==> config.mk <==
export PLATFORM = sky130hd
export DESIGN_NAME = sysctl_regbank
export DESIGN_NICKNAME = d
export VERILOG_FILES = /design/src/rtl/sysctl_regbank.sv
export SDC_FILE = /design/constraint.sdc
export NUM_CORES = 2
export LEC_CHECK = 0
export ABC_CLOCK_PERIOD_IN_PS = 11700
export BUFFER_PORTS_ARGS = -buffer_cell sky130_fd_sc_hd__buf_2
export CELL_PAD_IN_SITES_DETAIL_PLACEMENT = 0
export CELL_PAD_IN_SITES_GLOBAL_PLACEMENT = 2
export CORE_MARGIN = 2
export CORE_UTILIZATION = 48
export CTS_CLUSTER_DIAMETER = 40
export DETAILED_ROUTE_END_ITERATION = 6
export MAX_ROUTING_LAYER = met4
export PLACE_DENSITY_LB_ADDON = 0.1
export SYNTH_ARGS = -nofsm -noshare
export SYNTH_HDL_FRONTEND = slang
export SYNTH_SLANG_ARGS = --single-unit
==> constraint.sdc <==
create_clock -name clk -period 11.7 [get_ports clk]
set_input_delay 1.755 -clock clk [delete_from_list [all_inputs] [get_ports clk]]
set_output_delay 1.755 -clock clk [all_outputs]
set_load 0.03 [all_outputs]
==> src/rtl/sysctl_regbank.sv <==
module sysctl_regbank #(
  parameter int          AW           = 6,
  parameter int          NREGS        = 32,
  parameter logic [31:0] UNLOCK_MAGIC = 32'hC0DE_7A11,
  parameter bit          ENFORCE_LOCK = 1'b1,
  parameter logic [31:0] REV_ID       = 32'h0A11_0003,
  parameter logic [31:0] RSTA_INIT    = 32'hF0C3_FE00,
  parameter logic [31:0] RSTB_INIT    = 32'h0FFF_FFF0,
  parameter logic [31:0] CSTA_INIT    = 32'hFFFF_0F0A,
  parameter logic [31:0] CSTB_INIT    = 32'hFF00_FF00,
  parameter logic [31:0] PLL_INIT     = 32'h0000_0031,
  parameter logic [31:0] ID0_INIT     = 32'h600D_F00D,
  parameter logic [31:0] ID1_INIT     = 32'h0C0F_FEE5
) (
  input  logic          clk,
  input  logic          rst_n,
  input  logic          rd_en,
  input  logic          wr_en,
  input  logic [AW-1:0] addr,
  input  logic [31:0]   wdata,
  output logic [31:0]   rdata,
  input  logic [31:0]   rnd_word,
  input  logic [31:0]   strap_a_in,
  input  logic [31:0]   strap_b_in,
  input  logic          key_in,
  input  logic [31:0]   rev_in,
  output logic          lock_err
);
  localparam int IW = $clog2(NREGS);
  localparam int W_KEY = 0, W_REV = 1, W_REV2 = 2;
  localparam int W_RSTA = 4, W_RSTB = 6, W_CSTA = 8, W_CSTB = 10;
  localparam int W_STRA = 12, W_STRB = 16;
  localparam int W_PLL0 = 20, W_PLL1 = 21, W_PLL2 = 22;
  localparam int W_RND = 24, W_ID0 = 25, W_ID1 = 26;

  function automatic logic [31:0] dflt(input int i);
    case (i)
      W_REV:                  return REV_ID;
      W_RSTA:                 return RSTA_INIT;
      W_RSTB:                 return RSTB_INIT;
      W_CSTA:                 return CSTA_INIT;
      W_CSTB:                 return CSTB_INIT;
      W_PLL0, W_PLL1, W_PLL2: return PLL_INIT;
      W_ID0:                  return ID0_INIT;
      W_ID1:                  return ID1_INIT;
      default:                return 32'h0;
    endcase
  endfunction

  function automatic logic is_strap(input int i);
    return i == W_STRA || i == W_STRB;
  endfunction

  function automatic logic is_set(input int i);
    return i == W_RSTA || i == W_RSTB || i == W_CSTA || i == W_CSTB || is_strap(i);
  endfunction

  function automatic logic is_clr(input int i);
    return i > 0 && is_set(i - 1);
  endfunction

  function automatic logic is_ro(input int i);
    return i == W_REV || i == W_REV2 || i == W_RND || i == W_ID0 || i == W_ID1;
  endfunction

  function automatic logic is_pll(input int i);
    return i == W_PLL0 || i == W_PLL1 || i == W_PLL2;
  endfunction

  logic [31:0]   regs [NREGS];
  logic [IW-1:0] idx, idx_dn, idx_pr;
  logic          in_rng, unlocked, wr_ok;

  assign idx      = addr[IW-1:0];
  assign idx_dn   = idx - IW'(1);
  assign idx_pr   = idx + IW'(2);
  assign in_rng   = 32'(addr) < NREGS;
  assign unlocked = regs[W_KEY][0];
  assign wr_ok    = wr_en && in_rng && (unlocked || addr == '0 || !ENFORCE_LOCK);

  always_ff @(posedge clk) begin
    if (!rst_n) begin
      for (int i = 0; i < NREGS; i++) regs[i] <= dflt(i);
      regs[W_KEY]  <= {31'b0, key_in};
      regs[W_REV2] <= rev_in;
      regs[W_STRA] <= strap_a_in;
      regs[W_STRB] <= strap_b_in;
      rdata        <= '0;
      lock_err     <= 1'b0;
    end else begin
      if (rd_en)
        rdata <= !in_rng              ? 32'h0 :
                 int'(idx) == W_RND   ? rnd_word :
                 is_pll(int'(idx))    ? (regs[idx] | 32'h8000_0000) : regs[idx];
      if (rd_en && in_rng && int'(idx) == W_RND) regs[W_RND] <= rnd_word;
      if (wr_en && in_rng && addr != '0 && !unlocked) lock_err <= 1'b1;
      if (wr_ok) begin
        if (int'(idx) == W_KEY)
          regs[W_KEY] <= {31'b0, wdata == UNLOCK_MAGIC};
        else if (is_clr(int'(idx)))
          regs[idx_dn] <= regs[idx_dn] & ~wdata;
        else if (is_set(int'(idx))) begin
          if (!is_strap(int'(idx)) || regs[idx_pr] == 32'h0)
            regs[idx] <= regs[idx] | wdata;
        end else if (!is_ro(int'(idx)))
          regs[idx] <= wdata;
      end
    end
  end
endmodule

* Word-level counts from Yosys, hierarchy flattened
Memory sizes are Yosys's and may differ from the RTL's.
Cells that the tools add are included.
** Operators by class
- Reductions and logical operators :: 33
- Add/subtract/negate cells :: 3
- Muxes and demuxes :: 52
- Equal/unequal tests :: 21
- Order comparisons :: 2
- Bitwise logic cells :: 10
** Operator list (count)
- 32-bit two-way mux :: 21
- 32-bit OR reduction :: 2
- 5-bit equality test, second input constant :: 7
- 32-bit bitwise AND :: 1
- 32-bit equality test, second input constant :: 1
- 32-bit logical NOT :: 1
- 32-bit NOT :: 1
- 32-bit OR :: 1
- 1-bit two-way mux :: 29
- 5-bit by 4-bit equality test with 1-bit output, second input constant :: 5
- 6-bit by 5-bit equality test with 1-bit output, second input constant :: 3
- 1-bit logical OR :: 18
- 6-bit by 4-bit equality test with 1-bit output, second input constant :: 2
- 5-bit two-way mux :: 2
- 1-bit logical AND :: 7
- 1-bit OR :: 7
- 6-bit equality test, second input constant :: 1
- 6-bit logical NOT :: 1
- 6-bit < comparator, second input constant :: 1
- 6-bit nonzero test :: 1
- 5-bit by 1-bit subtractor with 6-bit output, second input constant :: 1
- 5-bit by 2-bit adder with 5-bit output, second input constant :: 1
- 5-bit by 2-bit equality test with 1-bit output, second input constant :: 1
- 5-bit by 3-bit equality test with 1-bit output, second input constant :: 1
- 4 further kinds :: 5
** Storage, ports and cells
- Memories kept :: 1
- Register bits :: 33
- Input port bits :: 171
- RAM bits :: 1024
- Logic and storage cells :: 124
- Output and inout port bits :: 33
** Memories
- regs :: depth 32, width 32, rd ports 4, clocked after Yosys merged registers in 0, write ports 32, line 70 : logic [31:0] regs [NREGS];

* Depth between registers and ports, before layout
- Word-level depth :: 15
- Mapped depth :: 22
- Gate-level depth less buffers :: 12

* Least setup slack after synthesis
OpenSTA, ideal clock, no wires.
- Path type :: input to register
- From :: input addr[0]
- To :: memory regs[21][0], enable pin
- Path buffers :: 7
- Arrival time :: 7890 ps
- Library setup time :: 466 ps
- Data required time :: 11234 ps
- Path slack :: 3345 ps
- Cell stages on the path :: 18
- Cell sequence :: buf_2 inv_1 clkbuf_1 clkbuf_1 buf_2 buf_2 ha_1 nor3b_1 mux2i_1 o221ai_1 a21oi_1 and3b_1 buf_2 a21oi_1 nor4b_4 o211ai_1 clkbuf_1 o21ai_0
** RTL lines
- start, declared :: line 19 : input logic [AW-1:0] addr,
- end, declared :: line 70

==> impl_metrics.prom <==
# TYPE chip_impl_metric gauge
chip_impl_metric{name="num_rows",unit=""} 129
chip_impl_info{name="status",value="finished with violations"} 1
chip_impl_metric{name="max_clk_rate",unit="MHz"} 117
chip_impl_metric{name="grt_first_pass_wirelength",unit="um"} 363000
chip_impl_metric{name="groute.usage.overall",unit="%"} 42.3
chip_impl_info{name="worstSetupStartpoint",value="addr[2]"} 1
chip_impl_metric{name="synth.lib_cells_used.distinct",unit=""} 84
chip_impl_metric{name="crit_path_max_fanout",unit=""} 35
chip_impl_info{name="kind_of_start_point_of_the_critical_path",value="input pin"} 1
chip_impl_metric{name="peakVddDrop",unit="mV"} 0.129
chip_impl_metric{name="portBuffers",unit=""} 203
chip_impl_metric{name="fin_skew",unit="ps"} 31.1
chip_impl_info{name="cts-root-buf",value="sky130_fd_sc_hd__clkbuf_16"} 1
chip_impl_metric{name="grt_start_max_net_pins",unit=""} 146
chip_impl_metric{name="drtIter0Drc",unit=""} 8446
chip_impl_info{name="failed_checks",value="capacitance limit, slew limit"} 1
chip_impl_metric{name="cts_num_sinks",unit=""} 1057
chip_impl_info{name="rsz0062_at_grt",value="no"} 1
chip_impl_metric{name="timing.reg2reg.worst_path_depth",unit=""} 11
chip_impl_metric{name="cp.required",unit="ps"} 12240
chip_impl_metric{name="timing.final.crit_share",unit="%"} 73.1
chip_impl_metric{name="fin_nets",unit=""} 4911
chip_impl_metric{name="slew_headroom",unit="%"} -2.08
chip_impl_metric{name="grt_overflow",unit=""} 0
chip_impl_metric{name="finalWeightedCongestion",unit=""} 0.990
chip_impl_info{name="most_common_cell_after_layout_fill_and_taps_aside",value="sky130_fd_sc_hd__edfxtp_1"} 1
chip_impl_metric{name="mappedNetlistArea",unit="um^2"} 60200
chip_impl_metric{name="wl_per_cell",unit="um"} 40.3
chip_impl_metric{name="routed-via-count",unit=""} 47983
chip_impl_metric{name="die_width",unit="um"} 358
chip_impl_metric{name="initial_core_util",unit="%"} 48.5
chip_impl_metric{name="io_pins",unit=""} 204
chip_impl_metric{name="remaining_routing_drc_violations",unit=""} 0
chip_impl_metric{name="async_reset_ff_share",unit="%"} 0
chip_impl_metric{name="vias_per_cell",unit=""} 7.35
chip_impl_metric{name="maxSlewViolCount",unit=""} 36
chip_impl_metric{name="cts.repair_timing.setup_buffer_count",unit=""} 0
chip_impl_metric{name="layout-area-overhead-vs-synth",unit="%"} 14.1
chip_impl_metric{name="synth_enable_flop_cells",unit=""} 1024
chip_impl_metric{name="syn-instance-count",unit=""} 4722
chip_impl_metric{name="post_route_cells_drive_above_1_share",unit="%"} 25.1
chip_impl_metric{name="drt_pre_antenna_iters",unit=""} 6
chip_impl_metric{name="finalSetupViolations",unit=""} 0
chip_impl_metric{name="cap_viol_max_count",unit=""} 2
chip_impl_metric{name="power.total",unit="mW"} 11.3
chip_impl_metric{name="post-dp-hpwl",unit="um"} 181000
chip_impl_metric{name="post_synth.cell_area_avg",unit="um^2"} 12.7
chip_impl_metric{name="fillCellCount",unit=""} 10420
chip_impl_metric{name="max_slew.worst_pin.slew",unit="ps"} 1530
chip_impl_metric{name="static_leakage",unit="nW"} 23.7
chip_impl_metric{name="period_needed",unit="ps"} 8550
chip_impl_metric{name="antenna_found_initial",unit=""} 19
chip_impl_metric{name="worst_ep_arrival",unit="ps"} 9090
chip_impl_metric{name="postSynthNetCount",unit=""} 4900
chip_impl_info{name="worstHoldStart",value="rdata[8]$_SDFFE_PN0P_"} 1
chip_impl_metric{name="fp.dieH",unit="um"} 358
chip_impl_info{name="hold_crit_path_type",value="flip-flop to flip-flop"} 1
chip_impl_metric{name="postRouteAntennaNets",unit=""} 0
chip_impl_metric{name="cts_buffer_depth",unit=""} 3
chip_impl_metric{name="netlist.area_leader.share",unit="%"} 51.1
chip_impl_metric{name="ys_seq_elements",unit=""} 1057
chip_impl_info{name="synth_largest_area_cell",value="sky130_fd_sc_hd__edfxtp_1"} 1
chip_impl_metric{name="cts_inserted_buffers",unit=""} 175
chip_impl_metric{name="ys_seq_area_share",unit="%"} 52.2
chip_impl_metric{name="cts_htree_levels",unit=""} 4
chip_impl_metric{name="core_area",unit="um^2"} 124000
chip_impl_metric{name="post_cts_resize_count",unit=""} 0
chip_impl_metric{name="cts.reportedPaths.clkPinSlew",unit="ps"} 50
chip_impl_metric{name="final-hold-violation-count",unit=""} 0
chip_impl_metric{name="hold-path-cell-count",unit=""} 2
chip_impl_info{name="yosys-top-cells-area",value="sky130_fd_sc_hd__edfxtp_1, sky130_fd_sc_hd__mux4_2, sky130_fd_sc_hd__mux2i_1"} 1
chip_impl_info{name="worst_setup_path_end_kind",value="flip-flop"} 1
chip_impl_metric{name="power.density_cell_area",unit="nW/um^2"} 165
chip_impl_info{name="layout.cells.most_common_list",value="sky130_fd_sc_hd__edfxtp_1, sky130_fd_sc_hd__nor2_1, sky130_fd_sc_hd__mux4_2"} 1
chip_impl_info{name="tritoncts",value="yes"} 1
chip_impl_info{name="path_class",value="input pin to flip-flop"} 1
chip_impl_metric{name="setup-tns-final",unit="ps"} 0
chip_impl_metric{name="routed_wl",unit="um"} 263000
chip_impl_metric{name="fp.dieArea",unit="um^2"} 128000
chip_impl_metric{name="number_of_global_route_vias_before_repair",unit=""} 44534
chip_impl_metric{name="ys_warn_count",unit=""} 0
chip_impl_metric{name="insertion_delay",unit="ps"} 820
chip_impl_info{name="primary_ff_master_synth",value="sky130_fd_sc_hd__edfxtp_1"} 1
chip_impl_info{name="rr_startpoint",value="regs[29][1]$_SDFFCE_PN0P_"} 1
chip_impl_metric{name="cts_hold_fix_bufs",unit=""} 0
synthesized netlist by cell type (5+ instances only):
master and instances:
sky130_fd_sc_hd__a31oi_1 7, sky130_fd_sc_hd__ha_1 7, sky130_fd_sc_hd__buf_1 27, sky130_fd_sc_hd__o41ai_1 9
sky130_fd_sc_hd__a2111oi_0 7, sky130_fd_sc_hd__nand3b_1 17, sky130_fd_sc_hd__inv_1 40, sky130_fd_sc_hd__or4b_2 5
sky130_fd_sc_hd__buf_2 178, sky130_fd_sc_hd__clkbuf_1 269, sky130_fd_sc_hd__nor2b_1 25, sky130_fd_sc_hd__buf_4 22
sky130_fd_sc_hd__a222oi_1 10, sky130_fd_sc_hd__edfxtp_1 1024, sky130_fd_sc_hd__a21oi_1 124, sky130_fd_sc_hd__a211oi_1 34
sky130_fd_sc_hd__nor3_1 468, sky130_fd_sc_hd__a221oi_1 24, sky130_fd_sc_hd__nand4_1 18, sky130_fd_sc_hd__nand2b_1 17
sky130_fd_sc_hd__nor2_1 669, sky130_fd_sc_hd__mux4_2 506, sky130_fd_sc_hd__o31a_1 13, sky130_fd_sc_hd__mux2_2 35
sky130_fd_sc_hd__or4_1 70, sky130_fd_sc_hd__o21ai_1 56, sky130_fd_sc_hd__dfxtp_1 33, sky130_fd_sc_hd__nor4b_1 7
sky130_fd_sc_hd__o31ai_1 9, sky130_fd_sc_hd__nor4_1 91, sky130_fd_sc_hd__or3_1 35, sky130_fd_sc_hd__o221ai_1 38
sky130_fd_sc_hd__nand2_1 238, sky130_fd_sc_hd__o2111ai_1 5, sky130_fd_sc_hd__o21ai_0 121, sky130_fd_sc_hd__nand3_1 52
sky130_fd_sc_hd__a22oi_1 5, sky130_fd_sc_hd__o22ai_1 48, sky130_fd_sc_hd__mux2i_1 265, sky130_fd_sc_hd__o211ai_1 11
power breakdown:
part	internal [mW]	leakage, nW	switching, mW
Sequential	4.29	10.5	0.124
Combinational	0.511	10.3	0.997
Clock	3.42	2.90	1.97
registers in the layout, summed over array words and instances, names as in the netlist:
signal and flops:
rdata 32, lock_err 1, regs 1024
kinds of logic after synthesis:
family          Yosys count  share of synthesized area [%]
compound gates          568                           6.14
xor+xnor                  6                         0.0873
fa+ha+maj                 7                          0.146
buf+inv                 540                           3.90
flops                  1057                           52.2
mux                     806                           24.0
simple gates           1738                           13.5
worst paths after layout:
check | to | slack, ps
setup / recovery | regs[13][22]$_SDFFCE_PN0P_ | 3150
hold / removal | rdata[8]$_SDFFE_PN0P_ | 510
setup reg to reg | regs[2][16]$_SDFFCE_PN0P_ | 5050
hold reg to reg | rdata[8]$_SDFFE_PN0P_ | 510
final cells by class:
type / instances / area, um^2 / share of cell area (%)
well taps: 1637 / 2050 / 2.98
inverters: 42 / 159 / 0.231
multi-input cells: 3125 / 26800 / 39.1
flip-flops and latches: 1057 / 31400 / 45.7
repair buffers: 332 / 2120 / 3.08
clock inverters: 126 / 1480 / 2.16
diodes: 10 / 25.0 / 0.0364
clock buffers: 199 / 4610 / 6.71
worst max-delay path, stage by stage:
cell and delay, ps:
sky130_fd_sc_hd__buf_4 130, sky130_fd_sc_hd__clkinv_1 430, sky130_fd_sc_hd__ha_2 460, sky130_fd_sc_hd__buf_4 240, sky130_fd_sc_hd__buf_4 340, sky130_fd_sc_hd__o311ai_0 1230, sky130_fd_sc_hd__a21oi_1 390, sky130_fd_sc_hd__a31oi_1 650
sky130_fd_sc_hd__o21ai_2 190, sky130_fd_sc_hd__o211a_1 300, sky130_fd_sc_hd__nor2_4 1140, sky130_fd_sc_hd__buf_4 560, sky130_fd_sc_hd__buf_4 480, sky130_fd_sc_hd__o21ai_4 300, sky130_fd_sc_hd__buf_4 350
metrics by stage:
stage | cells | instance area, um^2 | utilization, % | hold WS (ps) | setup WS, ps
after floorplan | 4722 | 60200 | - | 621 | 3340
after global placement | 6193 | 62600 | 50.4 | 470 | 2710
after detailed placement | 6193 | 62600 | 50.4 | 495 | 2730
after CTS | 6518 | 68600 | 55.3 | 507 | 3600
after global routing | 6525 | 68700 | 55.3 | 515 | 3220
final | 6528 | 68700 | 55.3 | 512 | 3150
layer usage:
metal	global-route usage [%]	wire (um)
met3	14.1	39400
met2	58.0	111000
met4	17.7	13200
met5	-	0
met1	57.6	99500
No activity file was read; power rests on OpenSTA's default activity.
